[src/rtl/pcs_pkg.sv]
package pcs_pkg;
  localparam int NUM_PAIRS = 4;
  localparam int NUM_SEL   = 2 * NUM_PAIRS;
  localparam int PAIR_W    = $clog2(NUM_PAIRS);
  localparam int IDX_W     = $clog2(NUM_SEL);
  localparam int CODE_W    = 4;
  localparam int WS_W      = 3;

  // pin positions that the SDRAM mode takes over
  localparam int PIN_B1 = 3;
  localparam int PIN_C0 = 4;
  localparam int PIN_C1 = 5;
  localparam int PIN_D0 = 6;
  localparam int PIN_D1 = 7;

  typedef struct packed {
    logic              en;
    logic              ext;
    logic              wide;
    logic [WS_W-1:0]   ws;
    logic [CODE_W-1:0] code;
  } pair_attr_t;
endpackage

[src/rtl/pcs_cfg_regs.sv]
module pcs_cfg_regs
  import pcs_pkg::*;
#(
  parameter int ADDR_W  = 24,
  parameter int MIN_LOG = 13
) (
  input  logic                                 clk,
  input  logic                                 rst_n,
  input  logic                                 wr,
  input  logic [PAIR_W-1:0]                    wr_pair,
  input  logic [ADDR_W-1:0]                    wr_base,
  input  logic [CODE_W-1:0]                    wr_code,
  input  logic [WS_W-1:0]                      wr_ws,
  input  logic                                 wr_ext,
  input  logic                                 wr_wide,
  input  logic                                 wr_en,
  output logic [NUM_PAIRS-1:0][ADDR_W-1:0]     base,
  output pair_attr_t [NUM_PAIRS-1:0]           attr,
  output logic                                 a1_live
);
  localparam int MAX_CODE_I = ADDR_W - 1 - MIN_LOG;
  localparam int CODE_LIM   = (MAX_CODE_I > (2**CODE_W - 1)) ? (2**CODE_W - 1) : MAX_CODE_I;
  localparam logic [CODE_W-1:0] MAX_CODE = CODE_W'(CODE_LIM);

  logic [CODE_W-1:0] code_sat;
  assign code_sat = (wr_code > MAX_CODE) ? MAX_CODE : wr_code;

  for (genvar p = 0; p < NUM_PAIRS; p++) begin : g_pair
    localparam bit BOOT = (p == 0);
    always_ff @(posedge clk or negedge rst_n) begin
      if (!rst_n) begin
        base[p]      <= '0;
        attr[p].en   <= BOOT;
        attr[p].ext  <= 1'b0;
        attr[p].wide <= BOOT;
        attr[p].ws   <= BOOT ? '1 : '0;
        attr[p].code <= BOOT ? MAX_CODE : '0;
      end else if (wr && (wr_pair == PAIR_W'(p))) begin
        base[p]      <= wr_base;
        attr[p].en   <= wr_en;
        attr[p].ext  <= wr_ext;
        attr[p].wide <= wr_wide;
        attr[p].ws   <= wr_ws;
        attr[p].code <= code_sat;
      end
    end
  end

  always_ff @(posedge clk or negedge rst_n) begin
    if (!rst_n)                             a1_live <= 1'b0;
    else if (wr && (wr_pair == '0))         a1_live <= 1'b1;
  end
endmodule

[src/rtl/pcs_pair_match.sv]
module pcs_pair_match
  import pcs_pkg::*;
#(
  parameter int ADDR_W  = 24,
  parameter int MIN_LOG = 13
) (
  input  logic [ADDR_W-1:0] addr,
  input  logic [ADDR_W-1:0] base,
  input  logic [CODE_W-1:0] code,
  output logic              hit,
  output logic              upper
);
  logic [ADDR_W-1:0] mask;
  int                half_bit;

  always_comb begin
    half_bit = MIN_LOG + int'(code);
    mask     = '1;
    upper    = 1'b0;
    for (int b = 0; b < ADDR_W; b++) begin
      if (b <= half_bit) mask[b] = 1'b0;
      if (b == half_bit) upper = addr[b];
    end
    hit = (((addr ^ base) & mask) == '0);
  end
endmodule

[src/rtl/pcs_cycle_ctrl.sv]
module pcs_cycle_ctrl
  import pcs_pkg::*;
#(
  parameter int TIMEOUT = 32
) (
  input  logic             clk,
  input  logic             rst_n,
  input  logic             bus_valid,
  input  logic             ext_ack,
  input  logic             cand_hit,
  input  logic [IDX_W-1:0] cand_idx,
  input  pair_attr_t       cand_attr,
  output logic             act,
  output logic             hit_q,
  output logic [IDX_W-1:0] idx_q,
  output logic             ready,
  output logic             berr,
  output logic             wide
);
  localparam int TO_W = $clog2(TIMEOUT + 1);
  localparam logic [TO_W-1:0] TO_END = TO_W'(TIMEOUT);

  logic            ext_q, wide_q;
  logic [WS_W-1:0] ws_q, wcnt;
  logic [TO_W-1:0] tcnt;
  logic            start;

  assign start = bus_valid && !act;

  always_ff @(posedge clk or negedge rst_n) begin
    if (!rst_n) begin
      act    <= 1'b0;
      hit_q  <= 1'b0;
      idx_q  <= '0;
      ext_q  <= 1'b0;
      wide_q <= 1'b0;
      ws_q   <= '0;
      wcnt   <= '0;
      tcnt   <= '0;
    end else begin
      act <= bus_valid;
      if (start) begin
        hit_q  <= cand_hit;
        idx_q  <= cand_idx;
        ext_q  <= cand_attr.ext;
        wide_q <= cand_attr.wide;
        ws_q   <= cand_attr.ws;
        wcnt   <= '0;
        tcnt   <= '0;
      end else if (act && bus_valid) begin
        if (hit_q && (wcnt != ws_q))    wcnt <= wcnt + 1'b1;
        if (!hit_q && (tcnt != TO_END)) tcnt <= tcnt + 1'b1;
      end
    end
  end

  assign ready = act && hit_q && (ext_q ? ext_ack : (wcnt == ws_q));
  assign berr  = act && !hit_q && (tcnt == TO_END);
  assign wide  = act && hit_q && wide_q;
endmodule

[src/rtl/pcs_pin_mux.sv]
module pcs_pin_mux
  import pcs_pkg::*;
(
  input  logic               act,
  input  logic               hit_q,
  input  logic [IDX_W-1:0]   idx_q,
  input  logic               sdram_mode,
  input  logic               sd_we_n,
  input  logic               sd_ras_n,
  input  logic               sd_cas_n,
  input  logic [1:0]         sd_cs_n,
  output logic [NUM_SEL-1:0] cs_n
);
  for (genvar i = 0; i < NUM_SEL; i++) begin : g_pin
    logic dec_n;
    assign dec_n = !(act && hit_q && (idx_q == IDX_W'(i)));
    if (i == PIN_B1) begin : g_we
      assign cs_n[i] = sdram_mode ? sd_we_n : dec_n;
    end else if (i == PIN_C0) begin : g_ras
      assign cs_n[i] = sdram_mode ? sd_ras_n : dec_n;
    end else if (i == PIN_C1) begin : g_cas
      assign cs_n[i] = sdram_mode ? sd_cas_n : dec_n;
    end else if (i == PIN_D0) begin : g_sd0
      assign cs_n[i] = sdram_mode ? sd_cs_n[0] : dec_n;
    end else if (i == PIN_D1) begin : g_sd1
      assign cs_n[i] = sdram_mode ? sd_cs_n[1] : dec_n;
    end else begin : g_plain
      assign cs_n[i] = dec_n;
    end
  end
endmodule

[src/rtl/pcs_decoder.sv]
module pcs_decoder
  import pcs_pkg::*;
#(
  parameter int ADDR_W  = 24,
  parameter int MIN_LOG = 13,
  parameter int TIMEOUT = 32
) (
  input  logic               clk,
  input  logic               rst_n,
  input  logic               cfg_wr,
  input  logic [PAIR_W-1:0]  cfg_pair,
  input  logic [ADDR_W-1:0]  cfg_base,
  input  logic [CODE_W-1:0]  cfg_size,
  input  logic [WS_W-1:0]    cfg_wait,
  input  logic               cfg_ext,
  input  logic               cfg_wide,
  input  logic               cfg_enable,
  input  logic               sdram_mode,
  input  logic               bus_valid,
  input  logic [ADDR_W-1:0]  bus_addr,
  input  logic               ext_ack,
  input  logic               sd_we_n,
  input  logic               sd_ras_n,
  input  logic               sd_cas_n,
  input  logic [1:0]         sd_cs_n,
  output logic [NUM_SEL-1:0] cs_n,
  output logic               bus_ready,
  output logic               bus_wide,
  output logic               bus_err
);
  logic [NUM_PAIRS-1:0][ADDR_W-1:0] base;
  pair_attr_t [NUM_PAIRS-1:0]       attr;
  logic                             a1_live;
  logic [NUM_PAIRS-1:0]             hit, upper;
  logic [NUM_SEL-1:0]               sel_ok;
  logic                             cand_hit;
  logic [IDX_W-1:0]                 cand_idx;
  pair_attr_t                       cand_attr;
  logic                             act, hit_q;
  logic [IDX_W-1:0]                 idx_q;

  pcs_cfg_regs #(.ADDR_W(ADDR_W), .MIN_LOG(MIN_LOG)) u_regs (
    .clk(clk), .rst_n(rst_n), .wr(cfg_wr), .wr_pair(cfg_pair),
    .wr_base(cfg_base), .wr_code(cfg_size), .wr_ws(cfg_wait),
    .wr_ext(cfg_ext), .wr_wide(cfg_wide), .wr_en(cfg_enable),
    .base(base), .attr(attr), .a1_live(a1_live)
  );

  for (genvar p = 0; p < NUM_PAIRS; p++) begin : g_match
    pcs_pair_match #(.ADDR_W(ADDR_W), .MIN_LOG(MIN_LOG)) u_match (
      .addr(bus_addr), .base(base[p]), .code(attr[p].code),
      .hit(hit[p]), .upper(upper[p])
    );
  end

  // which selects may decode under the current mode
  for (genvar i = 0; i < NUM_SEL; i++) begin : g_ok
    localparam bool_sd = (i == PIN_B1) || (i == PIN_C0) || (i == PIN_C1) ||
                         (i == PIN_D0) || (i == PIN_D1);
    if (i == 1) begin : g_a1
      assign sel_ok[i] = attr[i/2].en && a1_live;
    end else if (bool_sd) begin : g_sd
      assign sel_ok[i] = attr[i/2].en && !sdram_mode;
    end else begin : g_gp
      assign sel_ok[i] = attr[i/2].en;
    end
  end

  // lowest-lettered matching pair wins
  always_comb begin
    cand_hit  = 1'b0;
    cand_idx  = '0;
    cand_attr = '0;
    for (int p = NUM_PAIRS - 1; p >= 0; p--) begin
      if (hit[p] && sel_ok[2*p + int'(upper[p])]) begin
        cand_hit  = 1'b1;
        cand_idx  = IDX_W'(2*p + int'(upper[p]));
        cand_attr = attr[p];
      end
    end
  end

  pcs_cycle_ctrl #(.TIMEOUT(TIMEOUT)) u_ctrl (
    .clk(clk), .rst_n(rst_n), .bus_valid(bus_valid), .ext_ack(ext_ack),
    .cand_hit(cand_hit), .cand_idx(cand_idx), .cand_attr(cand_attr),
    .act(act), .hit_q(hit_q), .idx_q(idx_q),
    .ready(bus_ready), .berr(bus_err), .wide(bus_wide)
  );

  pcs_pin_mux u_pins (
    .act(act), .hit_q(hit_q), .idx_q(idx_q), .sdram_mode(sdram_mode),
    .sd_we_n(sd_we_n), .sd_ras_n(sd_ras_n), .sd_cas_n(sd_cas_n),
    .sd_cs_n(sd_cs_n), .cs_n(cs_n)
  );
endmodule

[config.mk]
export PLATFORM = sky130hd
export DESIGN_NAME = pcs_decoder
export DESIGN_NICKNAME = d
export VERILOG_FILES = /design/src/rtl/pcs_pkg.sv /design/src/rtl/pcs_cfg_regs.sv /design/src/rtl/pcs_pair_match.sv /design/src/rtl/pcs_cycle_ctrl.sv /design/src/rtl/pcs_pin_mux.sv /design/src/rtl/pcs_decoder.sv
export SDC_FILE = /design/constraint.sdc
export NUM_CORES = 1
export LEC_CHECK = 0
export BUFFER_PORTS_ARGS = -buffer_cell sky130_fd_sc_hd__buf_2
export CELL_PAD_IN_SITES_DETAIL_PLACEMENT = 0
export CELL_PAD_IN_SITES_GLOBAL_PLACEMENT = 2
export CORE_ASPECT_RATIO = 1.1
export CORE_MARGIN = 3
export CORE_UTILIZATION = 35
export CTS_CLUSTER_DIAMETER = 80
export CTS_CLUSTER_SIZE = 40
export DETAILED_ROUTE_END_ITERATION = 12
export GPL_TIMING_DRIVEN = 0
export PLACE_DENSITY_LB_ADDON = 0.1
export SLEW_MARGIN = 25
export SYNTH_ARGS = -nofsm -noshare
export SYNTH_HDL_FRONTEND = slang
export SYNTH_SLANG_ARGS = --single-unit
[constraint.sdc]
create_clock -name clk -period 4.9 [get_ports clk]
set_clock_uncertainty 0.15 [all_clocks]
set_input_delay 0.245 -clock clk [delete_from_list [all_inputs] [get_ports clk]]
set_output_delay 0.245 -clock clk [all_outputs]
set_load 0.01 [all_outputs]
==> run metrics <==
met2 wire len about 18 mm; hold crit path type primary input to flip-flop; critical path arrival around 4.3 ns; min Tclk post-route ~4.2 ns; Post-synth EDFFs 0; drt total wl between 30 and 40 mm; Post-Syn Area per Cell just under 9 um^2; DR vias/cell between 5 and 6; Final ANT Viol Nets 0; RePlAce Congestion around 0.9; adder-cell share of the synthesized area 2.22%; final setup TNS 0 ns; metal3 WL approximately 2.1 mm; most instantiated cells after synthesis 142 x nand2_1, 136 x dfrtp_1, 83 x mux2_2, 75 x nor2_1, 66 x a21oi_1; CTS clk-pin slew, worst paths about 0.07 ns; routed len/inst ~24 um; ratio of final minimum period to clock period roughly 86%; switching share of power a little under two fifths; Relative slew margins 36.7%; Leak between 4 and 5 nW; post-synth top area cell dfrtp_1; initial antenna violation count 1; RSZ-0062 raised after global routing false; cell count after synthesis between 1000 and 1500; DRC viols 0; Die Wd approximately 170 um; count leader, synth nand2_1; Overflow after GRT 0; Worst Hold Launch cfg_base[21]; CTS resizes 0; top layer in use met4; top_reg_cell synth dfrtp_1; Mapped Nets about 1200; CTS tree done; top cells by area, synth dfrtp_1 34%, mux2_2 9.2%, nand2_1 5.2%; Post-Synth Simple-Gate Area between 20% and 30%; CTS sink count between 100 and 150; worst reg2reg startpoint u_regs.attr[20]$_DFFE_PN0P_; final-report setup violation count 0; status completed; initial DRC count 796; synthesized area about 10000 um^2; Setup CP Type flip-flop to flip-flop; clock root buffer clkbuf_16; Setup crit end kind flip-flop; largest family of logic cells by synthesized area simple AND/OR/NAND/NOR gates; setup slack at placement 0.743 ns; largest net degree at the start of global routing a little under 80; Yosys cell types ~90; Comb pwr share between 30% and 40%; die area roughly 31000 um^2; top cell type's share of synthesized area between 30% and 40%; first-pass GRT wire length slightly below 60 mm; M1 wire length ~18 mm; layout cells sized above 1 between 10% and 20%; post-synthesis mux area share under 10%; FF+latch count, synth about 140; XOR/XNOR Fraction of Synth Area approximately 8.5%; Worst setup SP type flip-flop; crit path from u_regs.attr[20]$_DFFE_PN0P_; CTS Buffer Depth 2; DRT Pass-1 Iters 5; Seq pwr share 33.8%; Synth Area in Compound Gates a little under a fifth; Num CTS Buffers 17; max_cap viols 0; FFs w/ async S/R, synth 100%; Crit Path Max Fanout 10; detailed placer's ending HPWL 28.7 mm; area grow syn2layout 17.0%; Crit path required time just over 5 ns; number of antenna diodes 0; internal power between 2 and 3 mW; die height 185 um; sequential fraction of the synthesis area 35.3%; Final WS setup 0.703 ns; Starting Density between 30% and 40%; total net switching power roughly 1.8 mW; final count of hold timing violations 0; Worst IR Drop VDD between 0.15 and 0.2 mV; Synth warnings 0; max-slew violations 0; Pwr Density 388 nW/um^2; via count between 9000 and 10000; vias in the first global route roughly 9200; Ports just over 80; PortBufs 64; Clock Latency Late Sink 0.43 ns; fmax ~240 MHz; Worst Max-Slew Pin Slew around 0.95 ns; Std-Cell Core Area between 20000 and 30000 um^2; number of nets in the layout about 1400; All-Layer GR Usage around a quarter; H-tree Lvls 4; row count between 60 and 70; power share of the clock group 30.6%
[power groups by stage]
| stage | logic, mW | clock network (mW) | registers (mW) |
|---|---|---|---|
| 4_1_cts | 1.62 | 1.42 | 1.56 |
| 2_1_floorplan | 1.12 | 0 | 1.54 |
| 3_3_place_gp | 1.61 | 0 | 1.57 |
| 5_1_grt | 1.80 | 1.47 | 1.59 |
| 6_report | 1.64 | 1.41 | 1.56 |
| 3_5_place_dp | 1.60 | 0 | 1.58 |
[per-layer routing]
layer | global-route usage (%) | vias to the layer above
met4 | 7.23 | 0
met5 | 0 | -
met1 | 35.4 | 4694
met3 | 3.69 | 53
met2 | 40.2 | 327
li1 | - | 4347
[state kept, by name (all words and copies together), names as in the netlist]
name            cells
u_ctrl.act          1
u_regs.attr        40
u_ctrl.tcnt         6
u_regs.base        83
u_ctrl.ws_q         3
u_ctrl.hit_q        1
u_ctrl.ext_q        1
u_regs.a1_live      1
u_ctrl.wcnt         3
u_ctrl.wide_q       1
u_ctrl.idx_q        3
[worst paths after layout]
kind / end / slack, ns / cells after the start
max: u_ctrl.idx_q[0]$_DFFE_PN0P_ / 0.70 / 12
min: u_regs.base[21]$_DFFE_PN0P_ / 0.03 / 3
max reg2reg: u_ctrl.idx_q[0]$_DFFE_PN0P_ / 0.70 / 12
min reg2reg: u_regs.attr[7]$_DFFE_PN1P_ / 0.31 / 2
max in group asynchronous: u_regs.attr[1]$_DFFE_PN1P_ / 3.57 / 3
min in group asynchronous: u_regs.attr[13]$_DFFE_PN0P_ / 0.19 / 2
[final cells by class]
type                            count  area, um^2
Buffer                             89         425
Sequential cell                   143        3590
Timing Repair Buffer               93         639
Multi-Input combinational cell    893        6020
Fill cell                        2918       16300
Tap cell                          363         454
Inverter                           33         124
Clock buffer                       17         425
Clock inverter                     15         199
[worst max-delay path: stages, from the launching register on]
cell	delay, ns
dfrtp_1	0.51
buf_4	0.24
inv_1	0.15
ha_1	0.39
clkbuf_1	0.26
and2_1	0.22
o22ai_1	0.10
o22ai_1	0.09
or4_1	0.56
or3_1	0.47
o211ai_2	0.43
a221o_1	0.28
a31oi_1	0.17
[cells in the final DEF, fill, tap and decap left out, types with 12 or more instances in the layout]
master,Yosys,final
o22ai_1,13,13
a31oi_1,20,20
nor2_1,75,75
nor2b_1,25,25
clkbuf_16,0,17
and3_1,12,12
nand2_1,142,142
inv_1,33,33
nand4_1,15,15
buf_2,21,84
o21ai_0,64,64
dlygate4sd3_1,0,27
nand2b_1,22,22
nor3_1,15,15
mux2_2,83,83
nand3_1,27,27
xor2_1,52,52
a21oi_1,66,65
dfrtp_1,136,136
ha_1,18,18
nand3b_1,12,12
xnor2_1,47,47
clkbuf_1,54,53
[through the flow]
step | area, um^2 | utilization, % | instances | power (mW) | hold WS [ns]
detailed placement | 11000 | 39.0 | 1587 | 3.18 | 0.0859
global route | 11900 | 42.1 | 1646 | 4.85 | 0.0263
CTS | 11900 | 42.1 | 1646 | 4.61 | 0.0106
floorplan | 10200 | - | 1158 | 2.66 | -0.201
finish | 11900 | 42.1 | 1646 | 4.60 | 0.0284
global placement | 10900 | 38.8 | 1585 | 3.18 | 0.291
[logic make-up after synthesis]
| family | after synthesis |
|---|---|
| adders and majority gates | 18 |
| xor gates and xnor gates | 99 |
| AOI/OAI and AO/OA | 283 |
| buffers and inverters | 122 |
| and+or+nand+nor | 406 |
| muxes | 87 |
| DFF | 143 |
[timing repair]
item	CTS	global route
endpoints found under the hold margin	122	0
buffers inserted	0	0
hold buffers	27	0
(Power assumes the default switching activity.)
